`src/rtl/adc_rx_pkg.sv`:
```
`timescale 1ns/1ps
package adc_rx_pkg;

  // Receiver sequencing: look for a conversion, wait for its end, shift bits.
  typedef enum logic [1:0] {
    RX_HUNT = 2'd0,  // waiting for both pins high (conversion running)
    RX_CONV = 2'd1,  // conversion running, waiting for both pins low
    RX_CAPT = 2'd2   // armed, sampling SDO on rising SCK
  } rx_state_e;

  // Number of bits needed to count 0..n inclusive.
  function automatic int unsigned cnt_width(input int unsigned n);
    return (n < 2) ? 1 : $clog2(n + 1);
  endfunction

endpackage

```
`src/rtl/adc_pin_sync.sv`:
```
`timescale 1ns/1ps
module adc_pin_sync #(
  parameter int WIDTH  = 2,
  parameter int STAGES = 2
) (
  input  logic             clk,
  input  logic             rst,
  input  logic [WIDTH-1:0] pins,
  output logic [WIDTH-1:0] pins_s
);

  // Flop chain per pin; the last stage is the only one other logic may use.
  logic [STAGES-1:0][WIDTH-1:0] chain;

  always_ff @(posedge clk) begin
    if (rst) begin
      chain <= '0;
    end else begin
      chain[0] <= pins;
      for (int s = 1; s < STAGES; s++) begin
        chain[s] <= chain[s-1];
      end
    end
  end

  assign pins_s = chain[STAGES-1];

endmodule

```
`src/rtl/adc_frame_seq.sv`:
```
`timescale 1ns/1ps
module adc_frame_seq
  import adc_rx_pkg::*;
#(
  parameter int FRAME_BITS  = 24,
  parameter int RES_BITS    = 20,
  parameter int TIMEOUT_CYC = 4096,
  localparam int CW = cnt_width(FRAME_BITS),
  localparam int TW = cnt_width(TIMEOUT_CYC)
) (
  input  logic                clk,
  input  logic                rst,
  input  logic                sck_s,
  input  logic                sdo_s,
  output logic                sck_rise,
  output logic                capturing,
  output logic [CW-1:0]       bit_cnt,
  output logic                frame_done,
  output logic                stall_err,
  output logic                word_eoc,
  output logic                word_sign,
  output logic                word_ext,
  output logic [RES_BITS-1:0] word_data
);

  localparam int EOC_POS  = FRAME_BITS - 1;
  localparam int SIGN_POS = RES_BITS + 1;
  localparam int EXT_POS  = RES_BITS;

  rx_state_e             state;
  logic                  sck_q;
  logic [FRAME_BITS-1:0] shreg;
  logic [TW-1:0]         idle_cnt;

  assign sck_rise  = sck_s & ~sck_q;
  assign capturing = (state == RX_CAPT);

  always_ff @(posedge clk) begin
    if (rst) begin
      state      <= RX_HUNT;
      sck_q      <= 1'b0;
      shreg      <= '0;
      bit_cnt    <= '0;
      idle_cnt   <= '0;
      frame_done <= 1'b0;
      stall_err  <= 1'b0;
    end else begin
      sck_q      <= sck_s;
      frame_done <= 1'b0;
      stall_err  <= 1'b0;
      unique case (state)
        RX_HUNT: begin
          if (sck_s && sdo_s) state <= RX_CONV;
        end
        RX_CONV: begin
          if (!sck_s && !sdo_s) begin
            state    <= RX_CAPT;
            bit_cnt  <= '0;
            idle_cnt <= '0;
          end
        end
        RX_CAPT: begin
          if (sck_rise) begin
            shreg    <= {shreg[FRAME_BITS-2:0], sdo_s};
            idle_cnt <= '0;
            if (bit_cnt == CW'(FRAME_BITS - 1)) begin
              frame_done <= 1'b1;
              bit_cnt    <= '0;
              state      <= RX_HUNT;
            end else begin
              bit_cnt <= bit_cnt + 1'b1;
            end
          end else if (idle_cnt == TW'(TIMEOUT_CYC - 1)) begin
            stall_err <= 1'b1;
            bit_cnt   <= '0;
            state     <= RX_HUNT;
          end else begin
            idle_cnt <= idle_cnt + 1'b1;
          end
        end
        default: state <= RX_HUNT;
      endcase
    end
  end

  assign word_eoc  = shreg[EOC_POS];
  assign word_sign = shreg[SIGN_POS];
  assign word_ext  = shreg[EXT_POS];
  assign word_data = shreg[RES_BITS-1:0];

endmodule

```
`src/rtl/adc_result_reg.sv`:
```
`timescale 1ns/1ps
module adc_result_reg #(
  parameter int RES_BITS = 20
) (
  input  logic                clk,
  input  logic                rst,
  input  logic                frame_done,
  input  logic                stall_err,
  input  logic                word_eoc,
  input  logic                word_sign,
  input  logic                word_ext,
  input  logic [RES_BITS-1:0] word_data,
  output logic                res_valid,
  output logic [RES_BITS-1:0] res_data,
  output logic                res_sign,
  output logic                res_ext,
  output logic                frame_err
);

  always_ff @(posedge clk) begin
    if (rst) begin
      res_valid <= 1'b0;
      frame_err <= 1'b0;
      res_data  <= '0;
      res_sign  <= 1'b0;
      res_ext   <= 1'b0;
    end else begin
      res_valid <= 1'b0;
      frame_err <= 1'b0;
      if (frame_done) begin
        if (word_eoc) begin
          frame_err <= 1'b1;
        end else begin
          res_valid <= 1'b1;
          res_data  <= word_data;
          res_sign  <= word_sign;
          res_ext   <= word_ext;
        end
      end else if (stall_err) begin
        frame_err <= 1'b1;
      end
    end
  end

endmodule

```
`src/rtl/adc_frame_rx.sv`:
```
`timescale 1ns/1ps
module adc_frame_rx
  import adc_rx_pkg::*;
#(
  parameter int FRAME_BITS  = 24,
  parameter int RES_BITS    = 20,
  parameter int SYNC_STAGES = 2,
  parameter int TIMEOUT_CYC = 4096,
  localparam int CW = cnt_width(FRAME_BITS)
) (
  input  logic                clk,
  input  logic                rst,
  input  logic                sck_pin,
  input  logic                sdo_pin,
  output logic                res_valid,
  output logic [RES_BITS-1:0] res_data,
  output logic                res_sign,
  output logic                res_ext,
  output logic                frame_err
);

  logic [1:0]          pins_s;
  logic                sck_rise;
  logic                capturing;
  logic [CW-1:0]       bit_cnt;
  logic                frame_done;
  logic                stall_err;
  logic                word_eoc;
  logic                word_sign;
  logic                word_ext;
  logic [RES_BITS-1:0] word_data;

  adc_pin_sync #(
    .WIDTH (2),
    .STAGES(SYNC_STAGES)
  ) u_sync (
    .clk   (clk),
    .rst   (rst),
    .pins  ({sdo_pin, sck_pin}),
    .pins_s(pins_s)
  );

  adc_frame_seq #(
    .FRAME_BITS (FRAME_BITS),
    .RES_BITS   (RES_BITS),
    .TIMEOUT_CYC(TIMEOUT_CYC)
  ) u_seq (
    .clk       (clk),
    .rst       (rst),
    .sck_s     (pins_s[0]),
    .sdo_s     (pins_s[1]),
    .sck_rise  (sck_rise),
    .capturing (capturing),
    .bit_cnt   (bit_cnt),
    .frame_done(frame_done),
    .stall_err (stall_err),
    .word_eoc  (word_eoc),
    .word_sign (word_sign),
    .word_ext  (word_ext),
    .word_data (word_data)
  );

  adc_result_reg #(
    .RES_BITS(RES_BITS)
  ) u_res (
    .clk       (clk),
    .rst       (rst),
    .frame_done(frame_done),
    .stall_err (stall_err),
    .word_eoc  (word_eoc),
    .word_sign (word_sign),
    .word_ext  (word_ext),
    .word_data (word_data),
    .res_valid (res_valid),
    .res_data  (res_data),
    .res_sign  (res_sign),
    .res_ext   (res_ext),
    .frame_err (frame_err)
  );

endmodule

```
`config.mk`:
```
export PLATFORM = sky130hd
export DESIGN_NAME = adc_frame_rx
export DESIGN_NICKNAME = d
export VERILOG_FILES = /design/src/rtl/adc_rx_pkg.sv /design/src/rtl/adc_pin_sync.sv /design/src/rtl/adc_frame_seq.sv /design/src/rtl/adc_result_reg.sv /design/src/rtl/adc_frame_rx.sv
export SDC_FILE = /design/constraint.sdc
export NUM_CORES = 1
export LEC_CHECK = 0
export BUFFER_PORTS_ARGS = -buffer_cell sky130_fd_sc_hd__buf_2
export CORE_MARGIN = 2
export CORE_UTILIZATION = 64
export CTS_CLUSTER_DIAMETER = 40
export DETAILED_ROUTE_END_ITERATION = 16
export PLACE_DENSITY_LB_ADDON = 0.15
export SETUP_SLACK_MARGIN = 0.1
export SLEW_MARGIN = 20
export SYNTH_ARGS = -nofsm -noshare
export SYNTH_HDL_FRONTEND = slang
export SYNTH_HIERARCHICAL = 1
export SYNTH_SLANG_ARGS = --single-unit
export TNS_END_PERCENT = 20
```
`constraint.sdc`:
```
create_clock -name clk -period 3.5 [get_ports clk]
set_clock_uncertainty 0.15 [all_clocks]
set_input_delay 0.7 -clock clk [delete_from_list [all_inputs] [get_ports clk]]
set_output_delay 0.7 -clock clk [all_outputs]
set_load 0.02 [all_outputs]
```
Word-level counts from Yosys, hierarchy flattened:

Cells that the tools add are included.

* word-level logic and storage cells: 66
* output and inout bits: 24
* bits of input ports: 4
* flip-flop bits (word level): 75

* add/subtract/negate cells: 2
* bitwise operators: 6
* equality and inequality tests: 9
* reduce and logical (&&, ||, !) cells: 14
* multiplexer cells: 21

Operator list (number)
* 13-bit two-way mux: 3
* 13-bit case mux with 2 select lines: 1
* 5-bit two-way mux: 4
* 13-bit by 1-bit adder with 13-bit output (second input constant): 1
* 13-bit by 12-bit == test with 1-bit output (second input constant): 1
* 2-bit two-way mux: 5
* 5-bit case mux with 2 select lines: 1
* 1-bit two-way mux: 6
* 3-bit by 2-bit != test with 1-bit output (second input constant): 2
* 2-bit case mux with 3 select lines: 1
* 3-bit AND reduction: 2
* 3-bit OR reduction: 2
* 5-bit by 1-bit adder with 5-bit output (second input constant): 1
* 5-bit == test (second input constant): 1
* 1-bit NOT: 5
* 2-bit by 1-bit != test with 1-bit output (second input constant): 2
* 2-bit AND reduction: 2
* 4-bit AND reduction: 1
* 3-bit != test (second input constant): 1
* 2-bit by 1-bit == test with 1-bit output (second input constant): 1
* 2-bit == test (second input constant): 1
* 1-bit logical AND: 2
* 1-bit logical NOT: 2
* 2-bit logical NOT: 1
* 3 further kinds: 3

Longest topological paths before layout:

* depth after elaboration: 4
* depth in mapped cells: 8
* mapped depth without buffers: 7

Hierarchy:

The synthesis kept the hierarchy.

Modules (own cells, without submodules)
* adc_frame_seq: cells each 268, area an instance 2190.9 um^2, times used 1
* adc_result_reg: cells each 105, area an instance 1147.4 um^2, times used 1
* adc_pin_sync: cells each 10, area an instance 120.1 um^2, times used 1

Worst setup path before layout:

Ideal clock, no wire load.

* kind: reg2reg
* start: reg u_seq.idle_cnt[0]
* end: reg u_seq.bit_cnt[2]
* buffers on the path: 0
* cell stages (with the launch flop): 6
* period minus slack after synthesis: 1974 ps
* arrival: 1707 ps
* slack: 1526 ps
* setup time: 117 ps
* path through: dfxtp_1 ha_1 nand3_2 nor4_1 o21ai_0 a32o_1

* word-level cells in the longest chain between the ends: 3

Ends and longest elaborated chain
* from (decl): line adc_frame_seq.sv:33 `logic [TW-1:0] idle_cnt;`
* from (signal assigned): line adc_frame_seq.sv:78 `idle_cnt <= idle_cnt + 1'b1;`
* 13-bit by 12-bit == test with 1-bit output: line adc_frame_seq.sv:73 `end else if (idle_cnt == TW'(TIMEOUT_CYC - 1)) begin`
* 3-bit by 2-bit != test with 1-bit output (no source line)
* 3-bit AND reduction (no source line)
* to (signal assigned): line adc_frame_seq.sv:71 `bit_cnt <= bit_cnt + 1'b1;`
* to (decl): line adc_frame_seq.sv:17 `output logic [CW-1:0] bit_cnt,`

Every way passes these cells.
A chain may end at the register's enable or synchronous reset.

Final worst setup path:

* start: reg u_seq.state[0]
* end: reg u_seq.idle_cnt[3]

* word-level cells in the longest chain between the ends: 3
* elaborated cells on any way between the ends: 7

Ends and longest elaborated chain
* from (decl): line adc_frame_seq.sv:30 `rx_state_e state;`
* from (signal assigned): line adc_frame_seq.sv:40 `state <= RX_HUNT;`
* from (signal assigned): line adc_frame_seq.sv:53 `if (sck_s && sdo_s) state <= RX_CONV;`
* from (signal assigned): line adc_frame_seq.sv:57 `state <= RX_CAPT;`
* 2-bit == test or 2-bit by 1-bit == test with 1-bit output (tied branches)
* 3-bit != test (no source line) (tied with other cells)
* 3-bit AND reduction (no source line)

Parallel ways exist; a longest one is shown, timed or not.

==> results by group <==
Run status
  – Status: finished, final reports clean

Synth
  – Simple-Gate Fraction of Synth Area: 27.3%
  – Top_reg_cell synth: dfxtp_1
  – Synthesized netlist cell count: 383
  – Async S/R FF share, synth: 0%
  – Most frequent cell after synthesis: dfxtp_1
  – Area leader, netlist: dfxtp_1
  – Register area share after synthesis: 43.4%
  – Top-area cell type share of the netlist area: 43.4%
  – Synth cell count leaders: dfxtp_1, nand2_1, a21oi_1
  – Post-Synth Adder-Cell Area: 2.53%
  – Yosys cell types: 45
  – Post-Synthesis Cell Area: 3460 µm²
  – Mux contribution to synthesized area: 2.06%
  – Post-Syn Nets: 394
  – Ranking of synthesized cells by area: dfxtp_1, nand2_1, nand4bb_1
  – Largest family of logic cells by synthesized area: simple AND/OR/NAND/NOR gates
  – Xor-xnor portion of the synthesized cell area: 0%
  – Yosys warnings: 6
  – Complex-gate fraction of the synthesized area: 16.2%
  – EDFF count, synth: 0
  – Avg Cell Area, Syn: 9.03 µm²
  – #FFs+latches synth: 75

Critical path
  – Startpoint Class: register
  – Crit path required time: 3580 ps
  – FF-to-FF setup slack: 1160 ps
  – Crit. End Element: register
  – Termination of the worst setup path: u_seq/idle_cnt[3]$_SDFFE_PP0P_
  – CP max FO: 12
  – RR Endpoint: u_seq/idle_cnt[3]$_SDFFE_PP0P_
  – R2r worst-path depth: 6
  – Critical Path AT: 2420 ps
  – Worst r2r src: u_seq/state[0]$_SDFFE_PP0P_
  – Setup CP Type: reg -> reg
  – Critical Path Source: u_seq/state[0]$_SDFFE_PP0P_

Routing
  – Drt drc: 0
  – Vias per cell: 5.60
  – DRT iter0 DRCs: 146
  – Routed len/inst: 13.2 µm
  – Detailed Route WL: 6000 µm
  – Pre-Repair DR Iteration Count: 4
  – ANT nets after route: 0
  – Vias after detailed routing: 2548

STA
  – Final Hold Viols: 0
  – Worst slew pin tran: 901 ps
  – Final setup fails: 0
  – Minimum clock period: 2340 ps
  – Max-slew violations: 0
  – Final Cycle Share: 66.8%
  – Unrepaired setup endpoints after global routing: no
  – Max frequency: 428 MHz
  – Total negative slack: 0 ps
  – Rel. slew slack: 39.8%

Cells and area
  – Layout Cells excl Fill: 455
  – Layout cells sized above 1: 18.2%
  – Layout area overhead: 4.67%
  – Layout Nets: 391
  – Ant diodes: 0
  – Fillcell total: 428

GRT
  – Largest net degree at the start of global routing: 41
  – First-pass GRT wire length: 10700 µm
  – Vias in the first global route: 2473
  – Total GRT Usage: 21.7%
  – Initial antenna violation count: 0
  – GRT overflow: 0

Floorplanning
  – Cell row count: 26
  – Die Span Y: 77.5 µm
  – Die Width: 77.5 µm
  – IO Count: 28
  – Core area: 5170 µm²
  – Die ar.: 6010 µm²
  – Starting Density: 66.9%

Power
  – PnR Total Power: 1.77 mW
  – Max VDD drop: 328 µV
  – Pwr/cell area: 489 nW/µm²
  – Leak: 1.26 nW

Flow run
  – Max-Cap Viols: 0

Clock network
  – CTS tree: yes
  – Clock Latency Late Sink: 330 ps
  – Clk pin slew, worst setup/hold paths: 70 ps
  – H-tree depth: 3
  – Post-CTS setup buffer count: 0
  – Total CTS buffers: 9
  – Clk buf depth: 2
  – TritonCTS sink count: 75
  – Root buf cell: clkbuf_8
  – # hold bufs at CTS: 0
  – Cts repair resizes: 0

Place
  – I/O Buffers: 27
  – Post-DP HPWL: 3890 µm
  – Gpl congestion: 0.882
  – Placed cell count: 439

Min path
  – Min-delay worst type: reg -> reg
## power by group
group / switching, mW / total, mW / internal [mW]
Clock: 0.287 / 0.636 / 0.350
Combinational: 0.161 / 0.258 / 0.0969
Sequential: 0.0108 / 0.876 / 0.865
## worst min path at each step
| stage | from | endpoint | slack, ps | cells past startpoint |
|---|---|---|---|---|
| after global routing | u_sync/chain[1]$_SDFF_PP0_ | u_sync/pins_s[1]$_SDFF_PP0_ | 320 | 1 |
| after global placement | u_sync/chain[1]$_SDFF_PP0_ | u_sync/pins_s[1]$_SDFF_PP0_ | 270 | 1 |
| final | u_sync/chain[0]$_SDFF_PP0_ | u_sync/pins_s[0]$_SDFF_PP0_ | 290 | 1 |
| after detailed placement | u_sync/chain[0]$_SDFF_PP0_ | u_sync/pins_s[0]$_SDFF_PP0_ | 280 | 1 |
| after CTS | u_sync/chain[0]$_SDFF_PP0_ | u_sync/pins_s[0]$_SDFF_PP0_ | 290 | 1 |
| after floorplan | u_sync/chain[0]$_SDFF_PP0_ | u_sync/pins_s[0]$_SDFF_PP0_ | 260 | 1 |
## layer usage
metal,up-vias,routed length [µm],global-route usage (%)
li1,1313,-,-
met1,1173,2880,26.5
met2,50,2820,38.2
met3,12,206,3.26
met4,0,104,8.75
met5,-,0,0
## layout make-up
class                   instances  area (µm²)  area share [%]
well taps                      70        87.6            2.42
multi-input cells             259        1660            45.9
inverters                       4        15.0           0.415
clock buffers                  14         153            4.22
flip-flops and latches         75        1500            41.5
clock inverters                 2        35.0           0.968
repair buffers                 31         165            4.56
## sequential cells by signal, indices dropped and copies added, names as in the netlist
| signal | flops |
|---|---|
| u_seq/frame_done | 1 |
| u_seq/state | 2 |
| u_seq/bit_cnt | 5 |
| u_seq/shreg | 24 |
| u_res/res_sign | 1 |
| u_seq/idle_cnt | 13 |
| u_sync/chain | 2 |
| u_seq/sck_q | 1 |
| u_res/res_valid | 1 |
| u_sync/pins_s | 2 |
| u_res/res_data | 20 |
| u_res/res_ext | 1 |
| u_res/frame_err | 1 |
| u_seq/stall_err | 1 |
## critical path: stages (launching register included)
cell	delay, ps
dfxtp_1	340
inv_1	110
ha_1	260
nand2b_1	250
nor3_2	660
a41oi_1	190
a311oi_1	290
## cell usage in the layout, fill, tap and decap left out, types with 3 or more instances in the layout
| cell type | count |
|---|---|
| dfxtp_1 | 75 |
| o21ai_0 | 9 |
| nor4_1 | 4 |
| nand4bb_1 | 22 |
| ha_1 | 7 |
| nor3_1 | 4 |
| nor2_1 | 13 |
| inv_1 | 4 |
| a32o_1 | 4 |
| nor2b_1 | 7 |
| nand4_1 | 4 |
| mux2i_1 | 6 |
| buf_4 | 4 |
| a311oi_1 | 5 |
| a21oi_1 | 34 |
| clkbuf_1 | 4 |
| nand2_1 | 68 |
| buf_2 | 27 |
| nand3_1 | 3 |
| clkbuf_8 | 10 |
| o21ai_2 | 20 |
| nand2b_1 | 23 |
## per-stage QoR
stage               hold slack [ps]  util (%)  setup WS [ps]  instance area [µm²]
floorplan                       264         -           1530                 3460
global placement                273      66.4           1260                 3430
detailed placement              283      66.4           1140                 3430
CTS                             292      70.0           1140                 3620
global route                    318      70.0            896                 3620
finish                          291      70.0           1160                 3620
## cell families after synthesis
group | count (synthesis)
mux | 7
simple gates | 162
compound gates | 83
fa+ha+maj | 7
buf+inv | 49
flops | 75
No activity file was read; power rests on OpenSTA's default activity.
